<file path="config.mk">
export PLATFORM = sky130hd
export DESIGN_NAME = setpt_selector
export DESIGN_NICKNAME = d
export VERILOG_FILES = /design/src/rtl/setpt_sel_pkg.sv /design/src/rtl/btn_hold_cnt.sv /design/src/rtl/lvl_shifter.sv /design/src/rtl/setpt_lut.sv /design/src/rtl/setpt_selector.sv
export SDC_FILE = /design/constraint.sdc
export NUM_CORES = 1
export LEC_CHECK = 0
export ABC_AREA = 1
export BUFFER_PORTS_ARGS = -buffer_cell sky130_fd_sc_hd__buf_2
export CAP_MARGIN = 40
export CORE_AREA = 2 2 85 87
export DETAILED_ROUTE_END_ITERATION = 8
export DIE_AREA = 0 0 87 89
export HOLD_SLACK_MARGIN = 0.15
export SLEW_MARGIN = 15
export SYNTH_ARGS = -nofsm -noshare
export SYNTH_HDL_FRONTEND = slang
export SYNTH_HIERARCHICAL = 1
export SYNTH_SLANG_ARGS = --single-unit
</file>
<file path="constraint.sdc">
create_clock -name clk_i -period 3.2 [get_ports clk_i]
set_clock_uncertainty 0.05 [all_clocks]
set_input_delay 0.32 -clock clk_i [delete_from_list [all_inputs] [get_ports clk_i]]
set_output_delay 0.32 -clock clk_i [all_outputs]
set_load 0.01 [all_outputs]
</file>
<file path="src/rtl/setpt_sel_pkg.sv">
package setpt_sel_pkg;
  localparam int unsigned NUM_LVL = 6;
  localparam int unsigned SP_W    = 8;
  typedef logic [NUM_LVL-1:0] lvl_t;
  typedef logic [SP_W-1:0]    sp_t;
endpackage

</file>
<file path="src/rtl/btn_hold_cnt.sv">
module btn_hold_cnt #(
  parameter int unsigned CNT_W   = 16,
  parameter int unsigned PRELOAD = 63095
) (
  input  logic             clk_i,
  input  logic             rst_ni,
  input  logic             tick_i,
  input  logic             btn_i,
  input  logic             clr_i,
  output logic             ovf_o,
  output logic [CNT_W-1:0] cnt_o
);
  localparam logic [CNT_W-1:0] PRE_V = CNT_W'(PRELOAD);

  logic [CNT_W-1:0] cnt_q;
  logic             adv;

  assign adv   = tick_i & btn_i;
  assign ovf_o = adv & (&cnt_q);
  assign cnt_o = cnt_q;

  always_ff @(posedge clk_i or negedge rst_ni) begin
    if (!rst_ni)     cnt_q <= PRE_V;
    else if (clr_i)  cnt_q <= PRE_V;
    else if (adv)    cnt_q <= cnt_q + 1'b1;
  end

  // idle counter keeps its value
  a_r5_hold_when_idle: assert property (@(posedge clk_i) disable iff (!rst_ni)
    (!adv && !clr_i) |=> $stable(cnt_q));
endmodule

</file>
<file path="src/rtl/lvl_shifter.sv">
module lvl_shifter
  import setpt_sel_pkg::*;
(
  input  logic clk_i,
  input  logic rst_ni,
  input  logic dn_step_i,
  input  logic up_step_i,
  output lvl_t led_o
);
  lvl_t led_q, mid, nxt;

  // down first, up acts on the result
  always_comb begin
    mid = (dn_step_i && !led_q[0]) ? (led_q >> 1) : led_q;
    nxt = (up_step_i && !mid[NUM_LVL-1]) ? (mid << 1) : mid;
  end

  always_ff @(posedge clk_i or negedge rst_ni) begin
    if (!rst_ni) led_q <= lvl_t'(1);
    else         led_q <= nxt;
  end

  assign led_o = led_q;

  a_r2_onehot: assert property (@(posedge clk_i) disable iff (!rst_ni)
    $countones(led_q) == 1);
  a_r3_floor: assert property (@(posedge clk_i) disable iff (!rst_ni)
    (dn_step_i && !up_step_i && led_q[0]) |=> led_q[0]);
  a_r4_ceiling: assert property (@(posedge clk_i) disable iff (!rst_ni)
    (up_step_i && !dn_step_i && led_q[NUM_LVL-1]) |=> led_q[NUM_LVL-1]);
  a_r7_both_mid: assert property (@(posedge clk_i) disable iff (!rst_ni)
    (dn_step_i && up_step_i && !led_q[0]) |=> $stable(led_q));
  a_r9_no_step: assert property (@(posedge clk_i) disable iff (!rst_ni)
    (!dn_step_i && !up_step_i) |=> $stable(led_q));
endmodule

</file>
<file path="src/rtl/setpt_lut.sv">
module setpt_lut
  import setpt_sel_pkg::*;
#(
  parameter logic [NUM_LVL*SP_W-1:0] SP_TABLE = '0
) (
  input  lvl_t sel_i,
  output sp_t  setpt_o
);
  sp_t term [NUM_LVL];

  for (genvar i = 0; i < NUM_LVL; i++) begin : g_term
    assign term[i] = {SP_W{sel_i[i]}} & SP_TABLE[i*SP_W +: SP_W];
  end

  always_comb begin
    setpt_o = '0;
    for (int i = 0; i < NUM_LVL; i++) setpt_o = setpt_o | term[i];
  end
endmodule

</file>
<file path="src/rtl/setpt_selector.sv">
module setpt_selector
  import setpt_sel_pkg::*;
#(
  parameter int unsigned CNT_W   = 16,
  parameter int unsigned PRELOAD = 63095,
  parameter logic [NUM_LVL*SP_W-1:0] SP_TABLE =
    {8'hE6, 8'hBF, 8'h99, 8'h80, 8'h73, 8'h4D}
) (
  input  logic       clk_i,
  input  logic       rst_ni,
  input  logic       tick_i,
  input  logic       up_i,
  input  logic       dn_i,
  output logic [5:0] led_o,
  output logic [7:0] setpt_o
);
  localparam logic [CNT_W-1:0] PRE_V = CNT_W'(PRELOAD);

  logic             dn_ovf, up_ovf, clr;
  logic [CNT_W-1:0] dn_cnt, up_cnt;
  lvl_t             led;

  assign clr = dn_ovf | up_ovf;

  btn_hold_cnt #(.CNT_W(CNT_W), .PRELOAD(PRELOAD)) u_dn_cnt (
    .clk_i(clk_i), .rst_ni(rst_ni), .tick_i(tick_i), .btn_i(dn_i),
    .clr_i(clr), .ovf_o(dn_ovf), .cnt_o(dn_cnt)
  );

  btn_hold_cnt #(.CNT_W(CNT_W), .PRELOAD(PRELOAD)) u_up_cnt (
    .clk_i(clk_i), .rst_ni(rst_ni), .tick_i(tick_i), .btn_i(up_i),
    .clr_i(clr), .ovf_o(up_ovf), .cnt_o(up_cnt)
  );

  lvl_shifter u_shift (
    .clk_i(clk_i), .rst_ni(rst_ni),
    .dn_step_i(dn_ovf), .up_step_i(up_ovf), .led_o(led)
  );

  setpt_lut #(.SP_TABLE(SP_TABLE)) u_lut (
    .sel_i(led), .setpt_o(setpt_o)
  );

  assign led_o = led;

  a_r6_clear_both: assert property (@(posedge clk_i) disable iff (!rst_ni)
    (dn_ovf || up_ovf) |=> (dn_cnt == PRE_V && up_cnt == PRE_V));
  a_r9_no_tick: assert property (@(posedge clk_i) disable iff (!rst_ni)
    !tick_i |=> ($stable(led_o) && $stable(setpt_o)));
endmodule

</file>
### Word level (Yosys, flattened, before mapping)

Cells that the tools add are included.

* register bits after elaboration: 38
* output and inout bits: 14
* word-level logic and storage cells: 29

* reduce and logical (&&, ||, !) cells: 8
* multiplexer cells: 6
* bitwise gates (word level): 10
* add/subtract/negate cells: 2

Operators by type and width (count)
* $mux 16: 4
* $add 16x1->16 const B: 2
* $reduce_and 16->1: 2
* $or 8x8->8: 3
* $mux 6: 2
* $or 7x8->8: 1
* $or 7x7->7: 1
* $and 1x1->1: 4
* $reduce_bool 2->1: 2
* $logic_and 1x1->1: 2
* $logic_not 1->1: 2
* $or 1x1->1: 1

### Longest topological paths before layout

* depth in word-level cells: 7
* mapped depth: 16

### Cells and area by module

Netlist, hierarchy kept.

By module, submodules not included
* btn_hold_cnt: times used 2, area each 970.9 um^2, sequential area each 415.4 um^2, cells an instance 134
* lvl_shifter: times used 1, area each 322.8 um^2, sequential area each 151.4 um^2, cells an instance 41
* setpt_lut: times used 1, area each 66.3 um^2, sequential area each 0.0 um^2, cells an instance 16
* setpt_selector: times used 1, area each 11.3 um^2, sequential area each 0.0 um^2, cells an instance 3

### Worst setup path after synthesis

OpenSTA, ideal clock, no wires.

* kind: register to register
* start: register u_dn_cnt.cnt_q[1] (netlist: u_dn_cnt/cnt_o[1])
* end: register u_dn_cnt.cnt_q[13] (netlist: u_dn_cnt/cnt_o[13])
* setup slack: 0.716 ns
* stages on the path, launching flop included: 17
* data arrival time: 2.351 ns
* required time: 3.067 ns
* period minus slack after synthesis: 2.484 ns
* buffers on the path: 0
* cells stage by stage: dfstp_2 > ha_1 > inv_1 > nor2_4 > nand2_2 > nor2_2 > nand2_1 > nor3_2 > inv_1 > nand2_1 > inv_1 > nand2_1 > inv_1 > nor2_1 > nand2_1 > nand2_1 > nand3_1

* word-level cells in the longest chain between the ends: 4
* elaborated cells between the ends (all ways): 7

Ends and longest elaborated chain
* start, declared: RTL line btn_hold_cnt.sv:15 `logic [CNT_W-1:0] cnt_q;`
* start signal, assigned: RTL line btn_hold_cnt.sv:25 `else if (adv) cnt_q <= cnt_q + 1'b1;`
* $reduce_and 16->1 *: RTL line btn_hold_cnt.sv:19 `assign ovf_o = adv & (&cnt_q);`
* $and 1x1->1 *: RTL line btn_hold_cnt.sv:19
* named net dn_ovf: RTL line setpt_selector.sv:19 `logic dn_ovf, up_ovf, clr;`
* $or 1x1->1 *: RTL line setpt_selector.sv:23 `assign clr = dn_ovf | up_ovf;`
* named net clr: RTL line setpt_selector.sv:19
* $mux 16 / $reduce_bool 2->1 (equally long branches)

The timed path passes the listed nets; every way through them passes the cells marked *. The select of a mux whose other input is x is not followed.
A chain may end at the register's enable or synchronous reset.

### Worst setup path after layout

* start: register u_up_cnt.cnt_q[1] (netlist: u_up_cnt/cnt_o[1])
* end: register u_dn_cnt.cnt_q[13] (netlist: u_dn_cnt/cnt_o[13])

* word-level cells in the longest chain between the ends: 4
* elaborated cells between the ends (all ways): 5

Ends and longest elaborated chain (RTL line)
* start, declared: btn_hold_cnt.sv:15
* start signal, assigned: btn_hold_cnt.sv:25
* $reduce_and 16->1 *: btn_hold_cnt.sv:19
* $and 1x1->1 *: btn_hold_cnt.sv:19
* named net up_ovf: setpt_selector.sv:19
* $or 1x1->1 *: setpt_selector.sv:23
* named net clr: setpt_selector.sv:19
* $mux 16 / $reduce_bool 2->1 (equally long branches)

The timed path passes the listed nets; every way through them passes the cells marked *.

==> reports/results.tsv <==
stage	metric	value	unit
outcome	outcome	finished, final reports clean	
routing	drc	0	
grt	grt-ovfl-total	0	
critical_path	crit_path_end_kind	register	
routing	drt-vias-per-instance	4.709	
routing	drt_iter0_markers	123	
finish	final_cell_mix	99 x nand2_1, 54 x inv_1, 37 x nand3_1	
timing	rsz0062_at_grt	false	
power_and_ir_drop	leakage	1.305	nW
grt	grt_max_degree	26	
grt	antenna_found_initial	0	
yosys	synth.cell_area	2342	um^2
routing	drtAntennaViolNets	0	
die	chipHeight	89	um
finish	final_util	0.3987	
yosys	synth_compound_area_frac	0.08066	
routing	wirelength	4815	um
routing	dr.pass1.iters	4	
yosys	synthAdderAreaFrac	0.01068	
cts	root_buffer	clkbuf_8	
timing	fmax	0.3781	GHz
timing	tns	0	ps
timing	relSlewSlack	0.7460	
die	fp.coreArea	6719	um^2
cts	cts_tree	done	
yosys	synthCells	328	
critical_path	worstSetupPathType	register to register	
timing	slew_violations	0	
routing	wl_per_cell	11.02	um
yosys	ys_types	22	
critical_path	path_max_fanout	8	
grt	grt_pass1_vias	1886	
die	core.rowCount	30	
yosys	yosys_register_bits	38	
cts	ctsHoldBuffers	1	
grt	grt_use_total	0.1397	
timing	setup_viol	0	
die	dieArea	7743	um^2
power_and_ir_drop	peakVddDrop	0.0002045	V
placed_design	gp_congestion	0.8346	
critical_path	worst_setup_path_start_kind	register	
finish	antenna_cells	0	
yosys	synth_xor_area_frac	0	
finish	fillCellCount	691	
timing	hold_viol	0	
cts	cts_htree_levels	2	
finish	drive_gt1_frac	0.2241	
cts	cts_setup_buffers	0	
cts	cts_made_buffers	5	
cts	cts_resized	0	
placed_design	hpwl	3664	um
yosys	yosys.area_share.simple	0.3916	
cts	cts_max_path_buffers	2	
finish	syn_to_final_growth	14.37	%
grt	grt_pass1_wl	8556	um
yosys	yosysWarningCount	6	
timing	post-route-min-period	2645	ps
finish	final_nets	363	
hold_path	hp-class	primary input to asynchronous set/reset pin	
power_and_ir_drop	powerDensity	441.6	nW/um^2
cts	clk_pin_slew	80	ps
routing	vias	2058	
timing	fin_crit_sh	0.8265	
yosys	avgSynthCellArea	7.141	um^2
cts	clock_latency	290	ps
yosys	synth_seq_area_share	0.4193	
cts	clock_sinks	38	
die	die_width	87	um
die	initial_core_util	0.3486	
yosys	synth_top_family_by_area	simple AND/OR/NAND/NOR gates	
timing	tightest_slew	378.9	ps
critical_path	cp_data_required_time	3370	ps
critical_path	arrival	2810	ps
job	cap_violations	0	
die	ioPinCount	19	
yosys	synthMuxAreaShare	0	
finish	layout_commonest_cell	nand2_1	
yosys	syn-num-nets	335	
placed_design	io_buffers	18	
[cell families after synthesis]
logic type	Yosys count
adder cells (fa/ha/maj)	2
buffers and inverters	58
AO/OA/AOI/OAI	34
flip-flops	38
AND/OR/NAND/NOR	196
[stage by stage]
step	hold WS (ps)	worst slack, ps	instances	power [W]	area [um^2]
finish	406.7	555.3	437	0.001183	2679
global route	455.8	216.3	437	0.001249	2679
CTS	415.2	530.3	437	0.001197	2679
detailed placement	197.7	545.7	428	0.0007880	2560
global placement	426.8	659.6	427	0.0007805	2540
floorplan	-25.59	716.0	328	0.0007333	2342
[flip-flops by register name, summed over array words and instances (netlist names)]
signal and flops:
u_up_cnt/cnt_o 16, u_dn_cnt/cnt_o 16, u_shift/led_o 6
[cell type report]
type / count / area (um^2) / share of cell area
Clock inverter: 3 / 40.04 / 0.01495
Timing Repair Buffer: 24 / 150.1 / 0.05605
Inverter: 55 / 206.4 / 0.07707
Multi-Input combinational cell: 232 / 1131 / 0.4222
Clock buffer: 5 / 68.82 / 0.02569
Sequential cell: 38 / 982.2 / 0.3667
Tap cell: 80 / 100.1 / 0.03737
[Yosys cell counts (all sizes together)]
| cell | instances | area (um^2) |
|---|---|---|
| a21oi | 11 | 66.32 |
| nand3b | 2 | 15.01 |
| o21bai | 2 | 15.01 |
| nor2 | 35 | 168.9 |
| a21boi | 1 | 7.510 |
| o21ai | 20 | 100.1 |
| nand4 | 8 | 50.05 |
| dfstp | 25 | 656.9 |
| nor3 | 4 | 40.04 |
| ha | 2 | 25.02 |
| nand2 | 108 | 437.9 |
| nand3 | 39 | 205.2 |
| buf | 3 | 22.52 |
| inv | 55 | 206.4 |
| dfrtp | 13 | 325.3 |
[layer usage]
layer | share of wire | GRT usage | wire length [um]
met3 | 0.034 | 0.02770 | 166
met4 | 0.013 | 0.04261 | 61
met1 | 0.50 | 0.1914 | 2430
met2 | 0.45 | 0.2241 | 2157
met5 | 0 | 0 | 0
[path summary, 6_finish.rpt]
| check | startpoint | endpoint | slack, ps | depth (start not counted) |
|---|---|---|---|---|
| min in group clk_i | up_i | u_up_cnt/cnt_o[3] | 420 | 4 |
| min reg2reg | u_dn_cnt/cnt_o[1] | u_dn_cnt/cnt_o[1] | 440 | 2 |
| max in group asynchronous | rst_ni | u_shift/led_o[0] | 2160 | 3 |
| max | u_up_cnt/cnt_o[1] | u_dn_cnt/cnt_o[13] | 560 | 16 |
| min | rst_ni | u_dn_cnt/cnt_o[3] | 410 | 2 |
| max reg2reg | u_up_cnt/cnt_o[1] | u_dn_cnt/cnt_o[13] | 560 | 16 |
[power breakdown]
part / switching (W) / leakage, nW / internal, W
Combinational: 0.0000906 / 0.810 / 0.0000575
Sequential: 0.0000675 / 0.437 / 0.000564
Clock: 0.000174 / 0.0579 / 0.000230
Total: 0.000332 / 1.31 / 0.000851
[worst max-delay path, stage by stage, from the launching register on]
cell	delay [ps]
dfstp_2	560
ha_1	190
inv_1	90
nor2_4	130
nand2_2	70
nor2_2	110
nand2_1	90
nor3_2	310
inv_1	70
nand2_1	230
inv_1	90
nand2_1	150
inv_1	90
nor2_1	140
nand2_1	70
nand2_1	60
nand3_1	70
(Power assumes the default switching activity.)
